### config.mk
export PLATFORM = sky130hd
export DESIGN_NAME = flash_wstat_top
export DESIGN_NICKNAME = d
export VERILOG_FILES = /design/src/rtl/flash_wstat_pkg.sv /design/src/rtl/flash_wstat_mode_sel.sv /design/src/rtl/flash_wstat_toggle.sv /design/src/rtl/flash_wstat_word_mux.sv /design/src/rtl/flash_wstat_top.sv
export SDC_FILE = /design/constraint.sdc
export NUM_CORES = 1
export LEC_CHECK = 0
export BUFFER_PORTS_ARGS = -buffer_cell sky130_fd_sc_hd__buf_4
export CAP_MARGIN = 20
export CORE_UTILIZATION = 25
export DETAILED_ROUTE_END_ITERATION = 10
export MAX_ROUTING_LAYER = met4
export PLACE_DENSITY_LB_ADDON = 0.08
export SLEW_MARGIN = 15
export SYNTH_ARGS = -nofsm -noshare
export SYNTH_HDL_FRONTEND = slang
export SYNTH_SLANG_ARGS = --single-unit
### constraint.sdc
create_clock -name clk -period 1.11 [get_ports clk]
set_input_delay 0.111 -clock clk [delete_from_list [all_inputs] [get_ports clk]]
set_output_delay 0.111 -clock clk [all_outputs]
set_load 0.05 [all_outputs]
### src/rtl/flash_wstat_pkg.sv
// Shared types for the write-status reporter.
// Assumes: job_kind encodes program as 0 and erase as 1.
package flash_wstat_pkg;

    typedef enum logic [2:0] {
        MODE_IDLE,
        MODE_PROG,
        MODE_ERASE,
        MODE_SUSP_HIT,
        MODE_SUSP_MISS
    } stat_mode_e;

    localparam logic JOB_PROG  = 1'b0;
    localparam logic JOB_ERASE = 1'b1;

endpackage

### src/rtl/flash_wstat_mode_sel.sv
// Classifies the current read into one status mode.
// Purely combinational. Assumes the sequencer keeps job flags stable
// across a read strobe. A program outranks suspend, and suspend
// outranks a stale erase-busy flag.
module flash_wstat_mode_sel
    import flash_wstat_pkg::*;
#(
    parameter int ADDR_W     = 8,
    parameter int REGION_LSB = 4,
    localparam int REG_W     = ADDR_W - REGION_LSB
) (
    input  logic              job_kind,
    input  logic              job_busy,
    input  logic              erase_susp,
    input  logic [ADDR_W-1:0] rd_addr,
    input  logic [REG_W-1:0]  susp_region,
    output stat_mode_e        mode,
    output logic              region_hit
);

    // Compare the region part of the address with the held region.
    always_comb region_hit = (rd_addr[ADDR_W-1:REGION_LSB] == susp_region);

    // Priority decode of job flags into a mode.
    always_comb begin
        if (job_busy && job_kind == JOB_PROG)
            mode = MODE_PROG;
        else if (erase_susp)
            mode = region_hit ? MODE_SUSP_HIT : MODE_SUSP_MISS;
        else if (job_busy)
            mode = MODE_ERASE;
        else
            mode = MODE_IDLE;
    end

endmodule

### src/rtl/flash_wstat_toggle.sv
// One toggle flip-flop: inverts on adv, and clr has priority.
// Assumes clr and adv come from the same-cycle mode decode.
module flash_wstat_toggle (
    input  logic clk,
    input  logic rst_n,
    input  logic clr,
    input  logic adv,
    output logic q
);

    // Toggle state with priority clear.
    always_ff @(posedge clk) begin
        if (!rst_n || clr)
            q <= 1'b0;
        else if (adv)
            q <= ~q;
    end

    AST_TOG_CLEARS: assert property (@(posedge clk) disable iff (!rst_n)
        clr |=> !q);
    AST_TOG_ADVANCES: assert property (@(posedge clk) disable iff (!rst_n)
        (adv && !clr) |=> (q != $past(q)));

endmodule

### src/rtl/flash_wstat_word_mux.sv
// Forms the returned word from the mode and toggle states, and
// registers it on a read strobe.
// Assumes bit positions are distinct and inside DATA_W.
module flash_wstat_word_mux
    import flash_wstat_pkg::*;
#(
    parameter int DATA_W   = 16,
    parameter int POLL_BIT = 7,
    parameter int TOG_BIT  = 6,
    parameter int AUX_BIT  = 2
) (
    input  logic              clk,
    input  logic              rst_n,
    input  stat_mode_e        mode,
    input  logic              tog_main,
    input  logic              tog_aux,
    input  logic [DATA_W-1:0] array_word,
    input  logic [DATA_W-1:0] prog_word,
    input  logic              rd_stb,
    output logic [DATA_W-1:0] rd_data,
    output logic              rd_valid
);

    logic [DATA_W-1:0] word_next;

    // Overlay status bits on the array word according to mode.
    always_comb begin
        word_next = array_word;
        unique case (mode)
            MODE_PROG: begin
                word_next[POLL_BIT] = ~prog_word[POLL_BIT];
                word_next[TOG_BIT]  = tog_main;
            end
            MODE_ERASE: begin
                word_next[POLL_BIT] = 1'b0;
                word_next[TOG_BIT]  = tog_main;
                word_next[AUX_BIT]  = tog_aux;
            end
            MODE_SUSP_HIT: begin
                word_next[POLL_BIT] = 1'b1;
                word_next[TOG_BIT]  = 1'b1;
                word_next[AUX_BIT]  = tog_aux;
            end
            default: word_next = array_word;
        endcase
    end

    // Capture the word on a strobe and pulse valid.
    always_ff @(posedge clk) begin
        if (!rst_n) begin
            rd_data  <= '0;
            rd_valid <= 1'b0;
        end else begin
            rd_valid <= rd_stb;
            if (rd_stb)
                rd_data <= word_next;
        end
    end

    AST_HOLD_WITHOUT_STROBE: assert property (@(posedge clk) disable iff (!rst_n)
        !rd_stb |=> (!rd_valid && $stable(rd_data)));

endmodule

### src/rtl/flash_wstat_top.sv
// Write-status reporter top: mode decode, two toggle flops, word
// formation and a registered ready/busy output.
// Assumes rd_stb is a single-cycle pulse and array_word matches rd_addr
// in the strobe cycle.
module flash_wstat_top
    import flash_wstat_pkg::*;
#(
    parameter int DATA_W     = 16,
    parameter int ADDR_W     = 8,
    parameter int REGION_LSB = 4,
    parameter int POLL_BIT   = 7,
    parameter int TOG_BIT    = 6,
    parameter int AUX_BIT    = 2,
    localparam int REG_W     = ADDR_W - REGION_LSB
) (
    input  logic              clk,
    input  logic              rst_n,
    input  logic              job_kind,
    input  logic              job_busy,
    input  logic              erase_susp,
    input  logic [DATA_W-1:0] prog_word,
    input  logic [REG_W-1:0]  susp_region,
    input  logic              rd_stb,
    input  logic [ADDR_W-1:0] rd_addr,
    input  logic [DATA_W-1:0] array_word,
    output logic [DATA_W-1:0] rd_data,
    output logic              rd_valid,
    output logic              rdy_busy_n
);

    stat_mode_e mode;
    logic       region_hit;
    logic       tog_main, tog_aux;
    logic       main_live, aux_live, aux_step;

    flash_wstat_mode_sel #(
        .ADDR_W     (ADDR_W),
        .REGION_LSB (REGION_LSB)
    ) mode_i (
        .job_kind    (job_kind),
        .job_busy    (job_busy),
        .erase_susp  (erase_susp),
        .rd_addr     (rd_addr),
        .susp_region (susp_region),
        .mode        (mode),
        .region_hit  (region_hit)
    );

    // Decide which toggle flops are live and which may advance.
    always_comb begin
        main_live = (mode == MODE_PROG) || (mode == MODE_ERASE);
        aux_live  = (mode == MODE_ERASE) || (mode == MODE_SUSP_HIT)
                 || (mode == MODE_SUSP_MISS);
        aux_step  = (mode == MODE_ERASE) || (mode == MODE_SUSP_HIT);
    end

    flash_wstat_toggle main_tog_i (
        .clk   (clk),
        .rst_n (rst_n),
        .clr   (!main_live),
        .adv   (rd_stb && main_live),
        .q     (tog_main)
    );

    flash_wstat_toggle aux_tog_i (
        .clk   (clk),
        .rst_n (rst_n),
        .clr   (!aux_live),
        .adv   (rd_stb && aux_step),
        .q     (tog_aux)
    );

    flash_wstat_word_mux #(
        .DATA_W   (DATA_W),
        .POLL_BIT (POLL_BIT),
        .TOG_BIT  (TOG_BIT),
        .AUX_BIT  (AUX_BIT)
    ) mux_i (
        .clk        (clk),
        .rst_n      (rst_n),
        .mode       (mode),
        .tog_main   (tog_main),
        .tog_aux    (tog_aux),
        .array_word (array_word),
        .prog_word  (prog_word),
        .rd_stb     (rd_stb),
        .rd_data    (rd_data),
        .rd_valid   (rd_valid)
    );

    // Registered ready/busy, high (ready) out of reset.
    always_ff @(posedge clk) begin
        if (!rst_n)
            rdy_busy_n <= 1'b1;
        else
            rdy_busy_n <= !job_busy;
    end

    AST_PROG_POLL_INVERTED: assert property (@(posedge clk) disable iff (!rst_n)
        (rd_stb && job_busy && job_kind == JOB_PROG)
        |=> (rd_data[POLL_BIT] == !$past(prog_word[POLL_BIT])));
    AST_ERASE_POLL_ZERO: assert property (@(posedge clk) disable iff (!rst_n)
        (rd_stb && job_busy && job_kind == JOB_ERASE && !erase_susp)
        |=> !rd_data[POLL_BIT]);
    AST_SUSP_HIT_FLAGS: assert property (@(posedge clk) disable iff (!rst_n)
        (rd_stb && !job_busy && erase_susp
         && rd_addr[ADDR_W-1:REGION_LSB] == susp_region)
        |=> (rd_data[POLL_BIT] && rd_data[TOG_BIT]));
    AST_IDLE_PASSTHRU: assert property (@(posedge clk) disable iff (!rst_n)
        (rd_stb && !job_busy && !erase_susp)
        |=> (rd_data == $past(array_word)));
    AST_READY_FOLLOWS_BUSY: assert property (@(posedge clk) disable iff (!rst_n)
        $past(rst_n) |-> (rdy_busy_n == !$past(job_busy)));

endmodule

==> impl_metrics.sql, run 1 <==
INSERT INTO impl_metrics (metric_group, metric, value, unit) VALUES
('finish', 'antenna_cells_inserted', '0', ''),
('finish', 'nFillCells', '352', ''),
('setup_path', 'crit_path_start_kind', 'flip-flop', ''),
('setup_path', 'crit_path_start', 'mux_i.rd_data[3]', ''),
('timing', 'timing.final.crit_share', '0.864', ''),
('power_and_ir_drop', 'power.total', '1630', 'uW'),
('timing', 'fmax', '1040', 'MHz'),
('setup_path', 'cp_top_family', 'flip-flops', ''),
('finish', 'finish.utilization', '0.396', ''),
('grt', 'globalRoute.totalOverflow', '0', ''),
('setup_path', 'rr_startpoint', 'mux_i.rd_data[2]', ''),
('grt', 'grt_pass1_vias', '697', ''),
('grt', 'groute.usage.overall', '0.106', ''),
('detailed_routing', 'drt_pre_antenna_iters', '3', ''),
('setup_path', 'cp-end-kind', 'primary output', ''),
('setup_path', 'timing.critical_path.slowest_stage_cell', 'dfxtp_1', ''),
('power_and_ir_drop', 'seq_power_share', '0.478', ''),
('min_path', 'hold_path_class', 'input port to flip-flop', ''),
('timing', 'hold_violations', '0', ''),
('setup_path', 'reg2regPathDepth', '3', ''),
('setup_path', 'worst-setup-path-type', 'flip-flop to primary output', ''),
('power_and_ir_drop', 'ir_drop', '0.428', 'mV'),
('floorplan', 'die_h', '61.2', 'um'),
('timing', 'fin_tns_setup', '0', 'ns'),
('setup_path', 'timing.critical_path.buf_inv', '1', ''),
('synth', 'syn-num-nets', '131', ''),
('place', 'detailedPlacementHpwl', '1400', 'um'),
('cts', 'tritoncts', 'done', ''),
('min_path', 'hold_path_startpoint', 'job_busy', ''),
('timing', 'holdWs', '0.0361', 'ns'),
('detailed_routing', 'wirelength', '1800', 'um'),
('timing', 'setup_viol', '0', ''),
('grt', 'number_of_antenna_violations_at_the_first_check_in_global_routing', '0', ''),
('cts', 'cts.reportedPaths.clkPinSlew', '0.11', 'ns'),
('timing', 'unrepaired_setup_endpoints_after_global_routing', 'no', ''),
('place', 'place.port_buffers', '48', ''),
('power_and_ir_drop', 'power.static_leakage', '0.000626', 'uW'),
('setup_path', 'worst_ep_required_time', '1.00', 'ns'),
('detailed_routing', 'drcViolationCount', '0', ''),
('finish', 'leading_cell_type_in_the_layout_fill_and_taps_excluded', 'buf_4', ''),
('run', 'timing.max_cap.violations', '0', ''),
('finish', 'multiInputGateArea', '453', 'um2'),
('finish', 'fraction_of_final_layout_cells_sized_beyond_drive_strength_1', '0.450', ''),
('floorplan', 'die_w', '61.2', 'um'),
('synth', 'netlist_area', '876', 'um2'),
('setup_path', 'critical_path.cell_chain', 'buf_4', ''),
('synth', 'postSynthAreaPerCell', '10.8', 'um2'),
('cts', 'clock_sink_count', '20', ''),
('power_and_ir_drop', 'internal-power', '1150', 'uW'),
('detailed_routing', 'via_per_inst', '4.13', ''),
('timing', 'timing.slew.headroom', '0.828', ''),
('finish', 'seq_cell_area', '400', 'um2'),
('floorplan', 'count_of_boundary_i_o_pins', '68', ''),
('detailed_routing', 'antenna_nets_post_route', '0', ''),
('cts', 'cts_hold_repair.buffers', '0', ''),
('power_and_ir_drop', 'power.share.switching', '0.294', ''),
('finish', 'layout.cells.most_common_list', '50 x buf_4, 20 x dfxtp_1, 16 x mux2i_1', ''),
('setup_path', 'cp_slowest_stage_delay', '0.36', 'ns'),
('setup_path', 'critical_path_peak_fanout', '2', ''),
('power_and_ir_drop', 'power_frac_clock', '0.255', ''),
('grt', 'grt_pass1_wl', '2760', 'um'),
('timing', 'maxSlewViolCount', '0', ''),
('cts', 'post_cts_resized', '0', ''),
('cts', 'cts_made_buffers', '3', ''),
('detailed_routing', 'dr_total_vias', '731', ''),
('power_and_ir_drop', 'p_per_area', '1230', 'mW/mm2'),
('cts', 'post-cts-setup-buffer-count', '0', ''),
('timing', 'worst_clock_skew', '0.000570', 'ns'),
('run_status', 'outcome', 'complete, no violations', ''),
('cts', 'h-tree-depth', '1', ''),
('synth', 'netlist-cell-type-count', '21', '');
## cells in the mapped netlist, drive strengths merged
| master | instances | area, um2 |
|---|---|---|
| mux2i | 16 | 160 |
| mux2 | 2 | 22.5 |
| clkbuf | 2 | 7.51 |
| nand3 | 1 | 5.00 |
| xor2 | 3 | 26.3 |
| nand2b | 1 | 6.26 |
| dfxtp | 20 | 400 |
| and4b | 1 | 10.0 |
| xnor2 | 2 | 17.5 |
| buf | 2 | 15.0 |
| nor2b | 13 | 81.3 |
| o21ai | 3 | 15.0 |
| nand3b | 1 | 7.51 |
| a31oi | 2 | 27.5 |
| and3 | 1 | 11.3 |
| nor3b | 1 | 7.51 |
| a21oi | 2 | 10.0 |
| nor3 | 1 | 16.3 |
| nand2 | 6 | 22.5 |
| and2 | 1 | 6.26 |
## layer usage
layer | wire length, um | global-route usage | vias to the layer above
met5 | 0 | - | -
li1 | - | - | 375
met2 | 811 | 0.189 | 33
met4 | 19 | 0.0487 | 0
met3 | 144 | 0.0252 | 2
met1 | 823 | 0.109 | 321
## registers in the layout, indices dropped and copies added, names as in the netlist
register and count:
mux_i.rd_valid 1, aux_tog_i.q 1, rdy_busy_n 1, main_tog_i.q 1
mux_i.rd_data 16
## path summary, 6_finish.rpt
path / endpoint / slack [ns]
worst max-delay path: rd_data[3] / 0.15
worst min-delay path: rdy_busy_n / 0.04
worst max register to register: mux_i.rd_data[2] / 0.31
worst min register to register: mux_i.rd_data[2] / 0.48
## power groups by stage
stage	Combinational [uW]	Clock [uW]	Sequential, uW
after floorplan	133	0	931
after global placement	437	0	794
after detailed placement	440	0	796
after CTS	441	442	780
after global routing	465	462	784
final	435	415	779
## metrics by stage
stage | instance area [um2] | cells | worst slack (ns)
after floorplan | 876 | 81 | 0.0410
after global placement | 1290 | 173 | 0.0699
after detailed placement | 1290 | 173 | 0.0551
after CTS | 1320 | 177 | 0.132
after global routing | 1320 | 177 | 0.104
final | 1320 | 177 | 0.151
## final cells by class
class,count,share of cell area
repair buffers,50,0.284
multi-input cells,57,0.342
clock buffers,4,0.0274
well taps,46,0.0435
flip-flops and latches,20,0.303
## logic make-up (layout without fill, tap and decap cells)
group	Yosys count	count (layout)	share of synthesized area
simple gates	27	27	0.199
xor+xnor	5	5	0.0500
flops	20	20	0.457
compound gates	7	7	0.0600
mux	18	18	0.209
buf+inv	4	54	0.0257
Note: power is estimated with default switching activity, not from simulation.
==> run 2, diff against run 1 <==
--- a/config.mk
+++ b/config.mk
@@ -5,9 +5,10 @@
 export SDC_FILE = /design/constraint.sdc
 export NUM_CORES = 1
 export LEC_CHECK = 0
+export ABC_AREA = 1
 export BUFFER_PORTS_ARGS = -buffer_cell sky130_fd_sc_hd__buf_4
 export CAP_MARGIN = 20
-export CORE_UTILIZATION = 25
+export CORE_UTILIZATION = 38
 export DETAILED_ROUTE_END_ITERATION = 10
 export MAX_ROUTING_LAYER = met4
 export PLACE_DENSITY_LB_ADDON = 0.08
==> impl_metrics.sql, run 2 <==
INSERT INTO impl_metrics (metric_group, metric, value, unit) VALUES
('cts', 'clock_path_buffers', '2', ''),
('detailed_routing', 'drcViolationCount', '0', ''),
('synth', 'ys.warnings.count', '0', ''),
('synth', 'yosys.area.top_type', 'dfxtp_1', ''),
('timing', 'fin_tns_setup', '0', 'ns'),
('finish', 'largest_register_ffs', '16', ''),
('place', 'gp_congestion', '0.717', ''),
('floorplan', 'core_area', '0.00204', 'mm2'),
('timing', 'timing.slew.headroom', '0.852', ''),
('timing', 'worstMarginPinSlew', '0.221', 'ns'),
('detailed_routing', 'via_per_inst', '4.54', ''),
('setup_path', 'critical_path_peak_fanout', '2', ''),
('synth', 'synth_compound_gate_area_share', '0.129', ''),
('synth', 'synth.area.top_cells', 'dfxtp_1 46%, nor2_1 15%, o21ai_1 9.3%, nand2_1 8.7%, inv_1 4.8%', ''),
('setup_path', 'crit_path_start_kind', 'flip-flop', ''),
('setup_path', 'timing.critical_path.buf_inv', '1', ''),
('timing', 'worst_clock_skew', '0.000741', 'ns'),
('power_and_ir_drop', 'ir_drop', '0.969', 'mV'),
('setup_path', 'timing.critical_path.slowest_stage_cell', 'dfxtp_1', ''),
('synth', 'yosys_register_bits', '20', ''),
('timing', 'maxSlewViolCount', '0', ''),
('floorplan', 'initial_core_util', '0.423', ''),
('timing', 'unrepaired_setup_endpoints_after_global_routing', 'no', ''),
('floorplan', 'die_w', '49.7', 'um'),
('cts', 'post_cts_resized', '0', ''),
('detailed_routing', 'drt_pre_antenna_iters', '4', ''),
('setup_path', 'worst-setup-path-type', 'flip-flop to primary output', ''),
('synth', 'synth_flop_cell', 'dfxtp_1', ''),
('synth', 'netlist-cell-type-count', '17', ''),
('synth', 'post_synth_and_or_nand_nor_area_fraction', '0.307', ''),
('cts', 'h-tree-depth', '1', ''),
('synth', 'post_synth_fa_ha_maj_area_fraction', '0', ''),
('synth', 'synth_enable_flop_cells', '0', ''),
('timing', 'setup_viol', '0', ''),
('synth', 'cell_with_the_most_instances_after_synthesis', 'nor2_1', ''),
('detailed_routing', 'dr_total_vias', '904', ''),
('synth', 'postSynthAreaPerCell', '7.09', 'um2'),
('synth', 'synth_cells', '122', ''),
('place', 'cell_total_after_placement', '194', ''),
('synth', 'synthXorXnorAreaFrac', '0.0188', ''),
('finish', 'final_nets', '223', ''),
('timing', 'finalCriticalPeriod', '0.982', 'ns'),
('finish', 'area_growth_syn_to_layout', '51.1', '%'),
('cts', 'cts_root_buffer', 'clkbuf_4', ''),
('setup_path', 'timing.critical_path.arrival', '0.87', 'ns'),
('run', 'timing.max_cap.violations', '0', ''),
('detailed_routing', 'dr.first_iter.drc_count', '10', ''),
('grt', 'grt_start_max_net_pins', '18', ''),
('synth', 'syn-num-nets', '172', ''),
('synth', 'synth_async_sr_flop_share', '0', ''),
('finish', 'fraction_of_final_layout_cells_sized_beyond_drive_strength_1', '0.372', ''),
('synth', 'post_synth_mux_area_share', '0', ''),
('setup_path', 'cp_top_family', 'flip-flops', ''),
('detailed_routing', 'antenna_nets_post_route', '0', ''),
('grt', 'grt_pass1_wl', '3450', 'um'),
('cts', 'clock_insertion_delay_worst_skew', '0.30', 'ns'),
('cts', 'cts.reportedPaths.clkPinSlew', '0.12', 'ns'),
('min_path', 'hold_path_class', 'input port to flip-flop', ''),
('power_and_ir_drop', 'p_per_area', '1410', 'mW/mm2'),
('grt', 'groute.usage.overall', '0.189', ''),
('timing', 'timing.final.crit_share', '0.885', ''),
('setup_path', 'worst_ep_required_time', '1.00', 'ns'),
('finish', 'antenna_cells_inserted', '0', ''),
('cts', 'clock_sink_count', '20', ''),
('timing', 'holdWs', '0.0196', 'ns'),
('synth', 'netlist_area', '865', 'um2'),
('grt', 'grt_pass1_vias', '859', ''),
('finish', 'post_layout_nonfiller_instances', '199', ''),
('setup_path', 'critical_path.cell_chain', 'buf_4', ''),
('grt', 'number_of_antenna_violations_at_the_first_check_in_global_routing', '0', ''),
('detailed_routing', 'routed_wirelength_normalized_by_instance_count', '9.84', 'um'),
('timing', 'hold_violations', '0', ''),
('cts', 'cts_made_buffers', '3', ''),
('place', 'place.port_buffers', '48', ''),
('finish', 'layout.cells.most_common_list', '49 x buf_4, 35 x nor2_1, 20 x nand2_1, 20 x dfxtp_1, 16 x o21ai_1', ''),
('run_status', 'outcome', 'complete, no violations', ''),
('floorplan', 'num_rows', '16', ''),
('setup_path', 'cp_slowest_stage_delay', '0.37', 'ns'),
('floorplan', 'floorplan_die_area', '0.00247', 'mm2'),
('place', 'detailedPlacementHpwl', '1530', 'um'),
('cts', 'tritoncts', 'done', ''),
('finish', 'regMostFlops', 'mux_i.rd_data', ''),
('floorplan', 'die_h', '49.7', 'um'),
('synth', 'synth.top_cells.by_count', '35 x nor2_1, 20 x dfxtp_1, 20 x nand2_1', ''),
('synth', 'synth_sequential_area_ratio', '0.463', ''),
('synth', 'largest_family_of_logic_cells_by_synthesized_area', 'simple AND/OR/NAND/NOR gates', ''),
('finish', 'leading_cell_type_in_the_layout_fill_and_taps_excluded', 'buf_4', ''),
('detailed_routing', 'wirelength', '1960', 'um'),
('timing', 'fmax', '1020', 'MHz'),
('synth', 'synth.top_cell.area_share', '0.463', ''),
('setup_path', 'cp-end-kind', 'primary output', ''),
('grt', 'globalRoute.totalOverflow', '0', ''),
('floorplan', 'count_of_boundary_i_o_pins', '68', ''),
('power_and_ir_drop', 'power.static_leakage', '0.000693', 'uW');
## run 2: cell types whose count changed after synthesis, moves of 11 or more
cell / previous run / this run
nor2b_1: 13 / 0
nand2_1: 6 / 20
mux2i_1: 16 / 0
inv_1: 0 / 11
o21ai_1: 0 / 16
nor2_1: 0 / 35
## run 2: cells by family (layout without fill, tap and decap cells)
family	count (synthesis)	after routing
buffers and inverters	17	67
xor gates and xnor gates	1	1
and+or+nand+nor	63	63
AOI/OAI and AO/OA	21	21
DFF	20	20
## run 2: final timing paths
path	from	to	slack, ns	depth (start not counted)
worst max register to register	main_tog_i.q	mux_i.rd_data[6]	0.36	4
worst min register to register	main_tog_i.q	main_tog_i.q	0.48	1
worst min-delay path	array_word[12]	mux_i.rd_data[12]	0.02	3
worst max-delay path	mux_i.rd_data[11]	rd_data[11]	0.13	1
## run 2: through the flow
step	setup WS [ns]	instance area, um2	total power (uW)	utilization
2_1_floorplan	0.133	865	1090	-
3_3_place_gp	0.142	1240	1260	0.609
3_5_place_dp	0.116	1240	1270	0.609
4_1_cts	0.107	1310	1880	0.640
5_1_grt	0.0724	1310	1950	0.640
6_report	0.128	1310	1840	0.640
## run 2: what timing repair did
action                    4_1_cts  5_1_grt
hold buffers                    1        0
hold endpoints to repair        1        0
setup buffers                   0        0
## run 2: report_power, final
| group | internal (uW) | switching (uW) |
|---|---|---|
| Combinational | 180 | 284 |
| Sequential | 765 | 23.9 |
| Clock | 365 | 228 |
## run 2: layer usage
layer | global-route usage | part of all wire | up-vias
li1 | - | - | 475
met5 | - | 0 | -
met3 | 0.0463 | 0.057 | 2
met4 | 0.100 | 0.012 | 0
met1 | 0.214 | 0.44 | 394
met2 | 0.306 | 0.49 | 33
## run 2: area by class of cell
| cell class | instances | area (um2) |
|---|---|---|
| clock buffer | 3 | 22.5 |
| clock inverter | 1 | 30.0 |
| fill | 196 | 736 |
| inverter | 13 | 48.8 |
| multi-input combinational | 85 | 393 |
| sequential | 20 | 400 |
| tap | 27 | 33.8 |
| timing repair buffer | 50 | 378 |
==> run 3, diff against run 2 <==
--- a/config.mk
+++ b/config.mk
@@ -12,6 +12,7 @@
 export DETAILED_ROUTE_END_ITERATION = 10
 export MAX_ROUTING_LAYER = met4
 export PLACE_DENSITY_LB_ADDON = 0.08
+export RECOVER_POWER = 50
 export SLEW_MARGIN = 15
 export SYNTH_ARGS = -nofsm -noshare
 export SYNTH_HDL_FRONTEND = slang
==> impl_metrics.sql, run 3 (same netlist as run 2, synthesis figures left out) <==
INSERT INTO impl_metrics (metric_group, metric, value, unit) VALUES
('run_status', 'outcome', 'complete, no violations', ''),
('setup_path', 'worst-setup-path-type', 'flip-flop to primary output', ''),
('cts', 'tritoncts', 'done', ''),
('place', 'detailedPlacementHpwl', '1530', 'um'),
('timing', 'hold_violations', '0', ''),
('cts', 'post-cts-setup-buffer-count', '0', ''),
('timing', 'unrepaired_setup_endpoints_after_global_routing', 'no', ''),
('setup_path', 'critical_path_peak_fanout', '2', ''),
('setup_path', 'timing.critical_path.slowest_stage_cell', 'dfxtp_1', ''),
('power_and_ir_drop', 'power.static_leakage', '0.000686', 'uW'),
('timing', 'worstMarginPinSlew', '0.592', 'ns'),
('timing', 'timing.slew.headroom', '0.605', ''),
('timing', 'maxSlewViolCount', '0', ''),
('setup_path', 'worst_ep_required_time', '1.00', 'ns'),
('floorplan', 'core_area', '0.00204', 'mm2'),
('place', 'cell_total_after_placement', '194', ''),
('floorplan', 'count_of_boundary_i_o_pins', '68', ''),
('grt', 'number_of_antenna_violations_at_the_first_check_in_global_routing', '0', ''),
('setup_path', 'critical_path.cell_chain', 'buf_4', ''),
('setup_path', 'crit_path_start_kind', 'flip-flop', ''),
('cts', 'cts.reportedPaths.clkPinSlew', '0.12', 'ns'),
('setup_path', 'timing.critical_path.buf_inv', '1', ''),
('finish', 'final_nets', '223', ''),
('power_and_ir_drop', 'ir_drop', '0.972', 'mV'),
('grt', 'globalRoute.totalOverflow', '0', ''),
('floorplan', 'floorplan_die_area', '0.00247', 'mm2'),
('detailed_routing', 'via_per_inst', '4.50', ''),
('timing', 'fin_tns_setup', '0', 'ns'),
('setup_path', 'cp_slowest_stage_delay', '0.36', 'ns'),
('grt', 'grt_start_max_net_pins', '18', ''),
('finish', 'layout.cells.most_common_list', '47 x buf_4, 35 x nor2_1, 20 x nand2_1, 20 x dfxtp_1, 17 x o21ai_0', ''),
('finish', 'area_growth_syn_to_layout', '49.8', '%'),
('detailed_routing', 'dr_total_vias', '895', ''),
('cts', 'clock_path_buffers', '2', ''),
('cts', 'clock_sink_count', '20', ''),
('setup_path', 'timing.critical_path.arrival', '0.87', 'ns'),
('finish', 'leading_cell_type_in_the_layout_fill_and_taps_excluded', 'buf_4', ''),
('setup_path', 'cp-end-kind', 'primary output', ''),
('detailed_routing', 'routed_wirelength_normalized_by_instance_count', '9.80', 'um'),
('timing', 'setup_viol', '0', ''),
('run', 'timing.max_cap.violations', '0', ''),
('setup_path', 'cp_top_family', 'flip-flops', ''),
('timing', 'worst_clock_skew', '0.000746', 'ns'),
('finish', 'antenna_cells_inserted', '0', ''),
('detailed_routing', 'antenna_nets_post_route', '0', ''),
('finish', 'largest_register_ffs', '16', ''),
('cts', 'clock_insertion_delay_worst_skew', '0.30', 'ns'),
('grt', 'groute.usage.overall', '0.189', ''),
('place', 'place.port_buffers', '48', ''),
('finish', 'regMostFlops', 'mux_i.rd_data', ''),
('detailed_routing', 'drt_pre_antenna_iters', '2', ''),
('finish', 'fraction_of_final_layout_cells_sized_beyond_drive_strength_1', '0.355', ''),
('cts', 'cts_made_buffers', '3', ''),
('grt', 'grt_pass1_wl', '3450', 'um'),
('timing', 'timing.final.crit_share', '0.884', ''),
('detailed_routing', 'dr.first_iter.drc_count', '5', ''),
('cts', 'cts_root_buffer', 'clkbuf_4', ''),
('floorplan', 'die_h', '49.7', 'um'),
('finish', 'post_layout_nonfiller_instances', '199', ''),
('grt', 'grt_pass1_vias', '859', ''),
('place', 'gp_congestion', '0.717', ''),
('cts', 'h-tree-depth', '1', ''),
('floorplan', 'num_rows', '16', ''),
('detailed_routing', 'wirelength', '1950', 'um'),
('detailed_routing', 'drcViolationCount', '0', ''),
('power_and_ir_drop', 'p_per_area', '1420', 'mW/mm2'),
('floorplan', 'die_w', '49.7', 'um'),
('floorplan', 'initial_core_util', '0.423', ''),
('min_path', 'hold_path_class', 'input port to flip-flop', ''),
('timing', 'finalCriticalPeriod', '0.981', 'ns'),
('timing', 'fmax', '1020', 'MHz');
[run 3: cell types whose count changed in the layout (fill, tap and decap cells not counted)]
cell and change:
a21oi_1 +1, a21oi_2 -1, buf_4 -2, clkbuf_1 +2, o21ai_0 +15, o21ai_1 -15
[run 3: through the flow]
stage	hold slack, ns	utilization	power [uW]	area, um2	setup slack [ns]
after CTS	0.00260	0.640	1880	1310	0.107
final	0.0147	0.634	1840	1290	0.129
after detailed placement	0.322	0.609	1270	1240	0.116
after global placement	0.307	0.609	1260	1240	0.142
after floorplan	0.173	-	1090	865	0.133
after global routing	0.00556	0.634	1940	1290	0.0801
[run 3: cell type report]
type	instances	area [um2]
multi-input combinational	85	389
sequential	20	400
clock buffer	3	22.5
tap	27	33.8
timing repair buffer	50	370
clock inverter	1	30.0
fill	198	747
inverter	13	48.8
[run 3: worst paths after layout]
kind | slack (ns) | endpoint | depth (start not counted) | startpoint
max | 0.13 | rd_data[10] | 1 | mux_i.rd_data[10]
min | 0.01 | mux_i.rd_data[12] | 3 | array_word[12]
max reg2reg | 0.33 | main_tog_i.q | 2 | main_tog_i.q
min reg2reg | 0.48 | main_tog_i.q | 1 | main_tog_i.q
[run 3: routing by layer]
layer / GRT usage / vias up / routed length, um
met5: - / - / 0
met2: 0.306 / 29 / 936
met4: 0.100 / 0 / 23
li1: - / 475 / -
met1: 0.214 / 389 / 883
met3: 0.0463 / 2 / 107
[run 3: timing repair]
action	in CTS	in global routing
gates resized for setup	0	0
endpoints found under the setup margin	0	0
endpoints found under the hold margin	1	0
hold buffers	1	0
[run 3: report_power, final]
| part | internal, uW | switching [uW] | leakage (uW) |
|---|---|---|---|
| logic | 173 | 280 | 0.000492 |
| clock network | 365 | 232 | 0.0000279 |
| registers | 764 | 21.8 | 0.000166 |
| total | 1300 | 534 | 0.000686 |
